## src/rtl/wdg_pkg.sv

```systemverilog
package wdg_pkg;

  typedef enum logic [2:0] {
    SYS_NORMAL   = 3'd0,
    SYS_STANDBY  = 3'd1,
    SYS_SLEEP    = 3'd2,
    SYS_OVERTEMP = 3'd3,
    SYS_OFF      = 3'd4
  } sys_mode_e;

  typedef enum logic [1:0] {
    WD_OFF     = 2'd0,
    WD_WINDOW  = 2'd1,
    WD_TIMEOUT = 2'd2
  } wd_mode_e;

  typedef enum logic [2:0] {
    RC_NONE       = 3'd0,
    RC_WIN_LATE   = 3'd1,
    RC_WIN_EARLY  = 3'd2,
    RC_ESCALATE   = 3'd3,
    RC_SEL_CHANGE = 3'd4,
    RC_PIN_CHANGE = 3'd5
  } rst_cause_e;

endpackage

```

## src/rtl/wdg_mode_decode.sv

```systemverilog
module wdg_mode_decode
  import wdg_pkg::*;
(
  input  logic [2:0] sys_mode_i,
  input  logic       sel_i,
  input  logic       dis_i,
  output wd_mode_e   mode_o
);

  always_comb begin
    mode_o = WD_OFF;
    if (!dis_i) begin
      if (sys_mode_i == SYS_NORMAL) begin
        mode_o = sel_i ? WD_TIMEOUT : WD_WINDOW;
      end else if ((sys_mode_i == SYS_STANDBY) && !sel_i) begin
        mode_o = WD_TIMEOUT;
      end
    end
  end

  // a high disable pin always yields Off
  always_comb begin
    if (dis_i) assert_pin_forces_off_R1: assert (mode_o == WD_OFF);
  end

endmodule

```

## src/rtl/wdg_counter.sv

```systemverilog
module wdg_counter #(
  parameter int unsigned CW = 16
) (
  input  logic          clk,
  input  logic          rst_n,
  input  logic          run_i,
  input  logic          restart_i,
  input  logic [CW-1:0] period_i,
  output logic          ovf_o,
  output logic          early_o,
  output logic [CW-1:0] cnt_o
);

  localparam logic [CW-1:0] MIN_LIM = CW'(2);

  logic [CW-1:0] cnt_q, cnt_d;
  logic [CW-1:0] lim, last, half;
  logic          cnt_en;

  always_comb begin
    lim  = (period_i < MIN_LIM) ? MIN_LIM : period_i;
    last = lim - CW'(1);
    half = lim >> 1;
  end

  assign ovf_o   = run_i && (cnt_q >= last);
  assign early_o = (cnt_q < half);
  assign cnt_o   = cnt_q;

  always_comb begin
    cnt_en = run_i || (cnt_q != '0);
    if (!run_i || restart_i) begin
      cnt_d = '0;
    end else if (cnt_q >= last) begin
      cnt_d = '0;
    end else begin
      cnt_d = cnt_q + CW'(1);
    end
  end

  always_ff @(posedge clk or negedge rst_n) begin
    if (!rst_n) begin
      cnt_q <= '0;
    end else if (cnt_en) begin
      cnt_q <= cnt_d;
    end
  end

  // a stopped counter sits at zero
  assert_off_hold_R2: assert property (@(posedge clk) disable iff (!rst_n)
    !run_i |=> (cnt_q == '0));

  // a running counter never passes the last count
  assert_no_overflow_R3: assert property (@(posedge clk) disable iff (!rst_n)
    (run_i && $stable(period_i)) |=> (cnt_q <= last));

endmodule

```

## src/rtl/wdg_event_ctrl.sv

```systemverilog
module wdg_event_ctrl
  import wdg_pkg::*;
(
  input  logic       clk,
  input  logic       rst_n,
  input  wd_mode_e   mode_c_i,
  input  logic [2:0] sys_mode_i,
  input  logic       sel_i,
  input  logic       dis_i,
  input  logic       kick_i,
  input  logic       ack_i,
  input  logic       ovf_i,
  input  logic       early_i,
  output logic       restart_o,
  output logic       irq_o,
  output logic       req_o,
  output rst_cause_e cause_o,
  output wd_mode_e   mode_o
);

  logic       seen_q, pin_q, sel_q;
  logic       irq_q, irq_d, irq_en;
  logic       req_q, req_d;
  rst_cause_e cause_q, cause_d;
  wd_mode_e   mode_q;

  logic pin_chg, sel_chg, mode_chg;
  logic win_early, win_late, to_ovf, escalate, pend_eff;

  always_comb begin
    pin_chg   = seen_q && (dis_i != pin_q);
    sel_chg   = seen_q && (sys_mode_i == SYS_NORMAL) && (sel_i != sel_q);
    mode_chg  = (mode_c_i != mode_q);
    win_early = (mode_c_i == WD_WINDOW) && !mode_chg && kick_i && early_i;
    win_late  = (mode_c_i == WD_WINDOW) && !mode_chg && !kick_i && ovf_i;
    to_ovf    = (mode_c_i == WD_TIMEOUT) && !mode_chg && !kick_i && ovf_i;
    pend_eff  = irq_q && !ack_i;
    escalate  = to_ovf && pend_eff;
  end

  always_comb begin
    if (pin_chg)        cause_d = RC_PIN_CHANGE;
    else if (sel_chg)   cause_d = RC_SEL_CHANGE;
    else if (win_early) cause_d = RC_WIN_EARLY;
    else if (win_late)  cause_d = RC_WIN_LATE;
    else if (escalate)  cause_d = RC_ESCALATE;
    else                cause_d = RC_NONE;
    req_d = (cause_d != RC_NONE);
  end

  always_comb begin
    irq_en = req_d || to_ovf || ack_i;
    if (req_d)        irq_d = 1'b0;
    else if (to_ovf)  irq_d = 1'b1;
    else              irq_d = 1'b0;
  end

  assign restart_o = req_d || mode_chg || (kick_i && (mode_c_i != WD_OFF));

  always_ff @(posedge clk or negedge rst_n) begin
    if (!rst_n) begin
      seen_q <= 1'b0;
      pin_q  <= 1'b0;
      sel_q  <= 1'b0;
    end else begin
      seen_q <= 1'b1;
      pin_q  <= dis_i;
      sel_q  <= sel_i;
    end
  end

  always_ff @(posedge clk or negedge rst_n) begin
    if (!rst_n) begin
      irq_q <= 1'b0;
    end else if (irq_en) begin
      irq_q <= irq_d;
    end
  end

  always_ff @(posedge clk or negedge rst_n) begin
    if (!rst_n) begin
      req_q   <= 1'b0;
      cause_q <= RC_NONE;
      mode_q  <= WD_OFF;
    end else begin
      req_q   <= req_d;
      cause_q <= cause_d;
      if (mode_chg) mode_q <= mode_c_i;
    end
  end

  assign irq_o   = irq_q;
  assign req_o   = req_q;
  assign cause_o = cause_q;
  assign mode_o  = mode_q;

  // a pin level change always ends in a pin-change request
  assert_pin_reset_R10: assert property (@(posedge clk) disable iff (!rst_n)
    (seen_q && (dis_i != pin_q)) |=> (req_q && (cause_q == RC_PIN_CHANGE)));

  // escalation only comes from an already pending interrupt
  assert_escalate_pending_R4: assert property (@(posedge clk) disable iff (!rst_n)
    (req_q && (cause_q == RC_ESCALATE)) |-> $past(irq_q));

  // the interrupt only rises from Timeout mode
  assert_irq_source_R3: assert property (@(posedge clk) disable iff (!rst_n)
    $rose(irq_q) |-> $past(mode_c_i == WD_TIMEOUT));

  // an early-refresh cause needs a refresh strobe
  assert_early_needs_kick_R8: assert property (@(posedge clk) disable iff (!rst_n)
    (req_q && (cause_q == RC_WIN_EARLY)) |-> $past(kick_i));

  // Off mode stays quiet apart from pin and select changes
  assert_off_quiet_R2: assert property (@(posedge clk) disable iff (!rst_n)
    ((mode_c_i == WD_OFF) && !pin_chg && !sel_chg) |=> (!req_q && !$rose(irq_q)));

  // the cause is idle whenever no request is shown
  assert_cause_idle_R11: assert property (@(posedge clk) disable iff (!rst_n)
    !req_q |-> (cause_q == RC_NONE));

endmodule

```

## src/rtl/wdg_supervisor.sv

```systemverilog
module wdg_supervisor
  import wdg_pkg::*;
#(
  parameter int unsigned PERIOD_W = 16
) (
  input  logic                clk,
  input  logic                rst_n,
  input  logic                kick_i,
  input  logic [2:0]          sys_mode_i,
  input  logic                sel_i,
  input  logic                dis_pin_i,
  input  logic                irq_ack_i,
  input  logic [PERIOD_W-1:0] period_i,
  output logic                irq_pend_o,
  output logic                rst_req_o,
  output logic [2:0]          rst_cause_o,
  output logic [1:0]          wd_mode_o
);

  localparam int unsigned SYNC_STAGES = 2;

  logic [SYNC_STAGES-1:0] rst_sync_q;
  logic                   rst_int_n;

  always_ff @(posedge clk or negedge rst_n) begin
    if (!rst_n) begin
      rst_sync_q <= '0;
    end else begin
      rst_sync_q <= {rst_sync_q[SYNC_STAGES-2:0], 1'b1};
    end
  end
  assign rst_int_n = rst_sync_q[SYNC_STAGES-1];

  wd_mode_e            mode_c, mode_q;
  rst_cause_e          cause;
  logic                ovf, early, restart;
  logic [PERIOD_W-1:0] cnt;

  wdg_mode_decode u_decode (
    .sys_mode_i (sys_mode_i),
    .sel_i      (sel_i),
    .dis_i      (dis_pin_i),
    .mode_o     (mode_c)
  );

  wdg_counter #(.CW(PERIOD_W)) u_counter (
    .clk       (clk),
    .rst_n     (rst_int_n),
    .run_i     (mode_c != WD_OFF),
    .restart_i (restart),
    .period_i  (period_i),
    .ovf_o     (ovf),
    .early_o   (early),
    .cnt_o     (cnt)
  );

  wdg_event_ctrl u_events (
    .clk        (clk),
    .rst_n      (rst_int_n),
    .mode_c_i   (mode_c),
    .sys_mode_i (sys_mode_i),
    .sel_i      (sel_i),
    .dis_i      (dis_pin_i),
    .kick_i     (kick_i),
    .ack_i      (irq_ack_i),
    .ovf_i      (ovf),
    .early_i    (early),
    .restart_o  (restart),
    .irq_o      (irq_pend_o),
    .req_o      (rst_req_o),
    .cause_o    (cause),
    .mode_o     (mode_q)
  );

  assign rst_cause_o = cause;
  assign wd_mode_o   = mode_q;

  // a request leaves the counter restarted and the interrupt cleared
  assert_req_clears_R11: assert property (@(posedge clk) disable iff (!rst_int_n)
    rst_req_o |-> ((cnt == '0) && !irq_pend_o));

endmodule

```

## config.mk

```make
export PLATFORM = sky130hd
export DESIGN_NAME = wdg_supervisor
export DESIGN_NICKNAME = d
export VERILOG_FILES = /design/src/rtl/wdg_pkg.sv /design/src/rtl/wdg_mode_decode.sv /design/src/rtl/wdg_counter.sv /design/src/rtl/wdg_event_ctrl.sv /design/src/rtl/wdg_supervisor.sv
export SDC_FILE = /design/constraint.sdc
export NUM_CORES = 1
export LEC_CHECK = 0
export CAP_MARGIN = 20
export CORE_ASPECT_RATIO = 1.1
export CORE_MARGIN = 5
export CORE_UTILIZATION = 50
export DETAILED_ROUTE_END_ITERATION = 10
export GPL_TIMING_DRIVEN = 0
export PLACE_DENSITY = 0.76
export SLEW_MARGIN = 20
export SYNTH_ARGS = -nofsm -noshare
export SYNTH_HDL_FRONTEND = slang
export SYNTH_HIERARCHICAL = 1
export SYNTH_SLANG_ARGS = --single-unit
```

## constraint.sdc

```tcl
create_clock -name clk -period 0.8 [get_ports clk]
set_input_delay 0.16 -clock clk [delete_from_list [all_inputs] [get_ports clk]]
set_output_delay 0.16 -clock clk [all_outputs]
set_load 0.03 [all_outputs]
```

==> impl_results.md <==
* Ys async rst share at 100.0%
* First-pass GRT wire length at 10,920 um
* Failing checks: setup timing
* Gr ovfl total at 0
* Synthesized cell area at 0.002419 mm^2
* FMAX at 253.2 MHz
* Total negative slack at -62.63 ns
* Core area at 0.004684 mm^2
* Register area at 705.7 um^2
* Syn avg cell area at 9.127 um^2
* TritonCTS Buffers at 3
* Final setup fails at 28
* CP arrival at 4.14 ns
* Top-Level Pins at 32
* Initial antenna violation count at 0
* Commonest non-fill, non-tap cell in the layout: ha_1
* CP Buf/Inv Count at 3
* Worst slew margin at 49.05%
* Die Area at 0.006330 mm^2
* Max cap viols at 0
* Final ANT Viol Nets at 0
* Main synth FF type: dfrtp_1
* Htree depth at 1
* Final WS setup at -3.149 ns
* Placed Cells at 352
* RSZ-0062 raised after global routing: true
* Largest net degree at the start of global routing at 27
* Total length of routed wires at 6670 um
* Post-route cell area at 0.003447 mm^2
* YS warnings at 6
* Commonest cells after routing, fill and taps aside: ha_1 (32), dfrtp_1 (26), buf_4 (26)
* Worst Max-Slew Pin Slew at 0.7642 ns
* Layout Nets at 390
* Number of global-route vias before repair at 2,362
* Outcome: finished with violations
* DP Area at 0.002888 mm^2
* Worst hold slack at 0.03195 ns
* Multi-input logic area at 0.001927 mm^2
* CP required at 0.99 ns
* Post-place setup slack at -4.153 ns
* Area grow syn2layout at 42.52%
* Final Util at 73.58%
* 1st-iter DRT viols at 113
* Wire per inst at 17.24 um
* PortBufs at 31
* GPL Wtd Cong at 0.9036
* DRC Markers at 0
* Leakage at 1.569 nW
* Cell family with most CP delay: simple AND/OR/NAND/NOR gates
* Syn_nets at 323
* CTS Buffer Depth at 2
* Critical path type: input port to flip-flop
* HP Class: input port to flip-flop
* Total power at 3.911 mW
* Pre-antenna DRT Iters at 4
* Fin crit share at 493.6%
* Antenna Cells at 0
* CP max stage cell: nor4_4
* Setup crit end kind: flip-flop
* Max-slew violation count at 0
* Initial Util at 51.63%
* Mapped Cells at 265
* Peak VDD IR at 1.024 mV
* Clock transition at the registers of the reported paths at 0.09 ns
* Fin cells at 387
* Fin crit period at 3.949 ns
* Root buf cell: clkbuf_8
* CTS tree: done
* Worst-case clock skew at 0.004822 ns
* Hold Fails Final Rpt at 0
* Global Route Usage Sum at 20.22%
* Crit-path cells: buf_8 -> nor4_4 -> and2_4 -> nand3_4 -> o21ai_4 -> ha_4 -> nand2_4 -> nor4_4 -> buf_4 -> and2_4 -> xnor2_2 -> ha_1 -> and3_1 -> and3_4 -> a22oi_2 -> a31oi_2 -> nor2b_4 -> o21ai_2 -> o2111ai_2 -> nor2_2 -> nand4_4 -> buf_6 -> o22ai_4
* Skew-Pair Late Insertion Delay at 0.27 ns
* FILL cells at 324
* Max FO, Critical Path at 4
* Vias per cell at 5.860
* Layout cells sized above 1 at 34.44%
* Crit path largest cell delay at 0.35 ns
* Die height at 82.95 um
* Power per cell area at 1135 mW/mm^2
* Number of synthesized flops with an enable pin at 0
* Clock Sinks at 28
* Die span in x at 76.31 um
* # rows at 26
* Sequential-to-total area share from yosys stat at 28.97%
* Critical Path Start Type: input port
* Post-DP HPWL at 4352 um
* Yosys reg bits at 28
* Via count at 2,268
* Distinct cells, synth at 50
-- cell type report --
| cell class | instances | area share [%] |
|---|---|---|
| plain buffers | 3 | 0.5445 |
| clock buffers | 3 | 1.198 |
| clock inverters | 1 | 0.8711 |
| inverters | 21 | 2.359 |
| multi-input cells | 212 | 55.90 |
| flip-flops and latches | 28 | 20.47 |
| well taps | 56 | 2.033 |
| repair buffers | 63 | 16.62 |
-- Yosys cell counts, drive strengths merged (6+ instances only) --
master,number,share of area [%]
ha,33,17
dfrtp,28,29
inv,21,3.3
a21oi,19,5.2
xnor2,18,6.5
nand2,17,2.6
nand3,13,2.7
xor2,12,4.3
nor3,11,2.7
nor2,10,1.6
o21ai,9,1.9
nand4,7,2.1
and3,6,1.6
nor4,6,1.6
-- flip-flops by register name (all words and copies together), names as in the netlist --
| name | count |
|---|---|
| rst_sync_q | 2 |
| u_counter/cnt_o | 16 |
| u_events/cause_o | 3 |
| u_events/irq_o | 1 |
| u_events/mode_o | 2 |
| u_events/pin_q | 1 |
| u_events/req_o | 1 |
| u_events/seen_q | 1 |
| u_events/sel_q | 1 |
-- report_power, final --
part,switching [mW],internal [mW]
Sequential,0.103,1.48
Clock,0.430,0.670
Combinational,0.726,0.508
-- kinds of logic (layout without fill, tap and decap cells) --
| group | count (synthesis) | after routing | synth area share, % |
|---|---|---|---|
| and+or+nand+nor | 95 | 95 | 23.07 |
| AOI/OAI and AO/OA | 51 | 51 | 15.11 |
| adders and majority gates | 33 | 33 | 17.07 |
| xor gates and xnor gates | 30 | 30 | 10.86 |
| DFF | 28 | 28 | 28.97 |
| buffers and inverters | 25 | 91 | 4.190 |
| other | 2 | 2 | 0.3105 |
| muxes | 1 | 1 | 0.4139 |
-- repair_timing --
action | in CTS | in global routing
hold buffers | 0 | 0
endpoints found under the setup margin | 30 | 29
gates cloned | 1 | 0
pin swaps | 30 | 21
hold endpoints to repair | 0 | 0
setup buffers | 25 | 8
resized for setup | 139 | 22
-- final timing paths --
kind | from | to | slack (ns) | cells past startpoint
worst min register to register | rst_sync_q[1]$_DFF_PN0_ | u_events/seen_q$_DFF_PN0_ | 0.24 | 0
worst max-delay path | period_i[12] | u_counter/cnt_o[1]$_DFFE_PN0P_ | -3.15 | 23
max in group asynchronous | rst_sync_q[1]$_DFF_PN0_ | u_events/mode_o[0]$_DFFE_PN0P_ | 0.29 | 0
worst min-delay path | dis_pin_i | u_events/pin_q$_DFF_PN0_ | 0.03 | 1
min in group asynchronous | rst_n | rst_sync_q[1]$_DFF_PN0_ | 0.04 | 1
worst max register to register | u_counter/cnt_o[11]$_DFFE_PN0P_ | u_counter/cnt_o[1]$_DFFE_PN0P_ | -2.09 | 12
-- metal layers --
layer / share of wire, % / wire, um / track usage (%)
met4: 1.7 / 113 / 5.087
met1: 41 / 2736 / 24.12
met5: 0 / 0 / 0
met2: 52 / 3480 / 36.76
met3: 5.1 / 338 / 3.896
-- worst register-to-register path: stages, from the launching register on --
cell       delay [ns]
dfrtp_1          0.49
ha_1             0.35
nand2_1          0.08
or3_1            0.40
nor3_1           0.19
a21oi_1          0.10
and2_1           0.22
o21ai_2          0.19
o2111ai_2        0.12
nor2_2           0.17
nand4_4          0.17
buf_6            0.17
o22ai_4          0.15
Power figures use the tool's default switching activity.
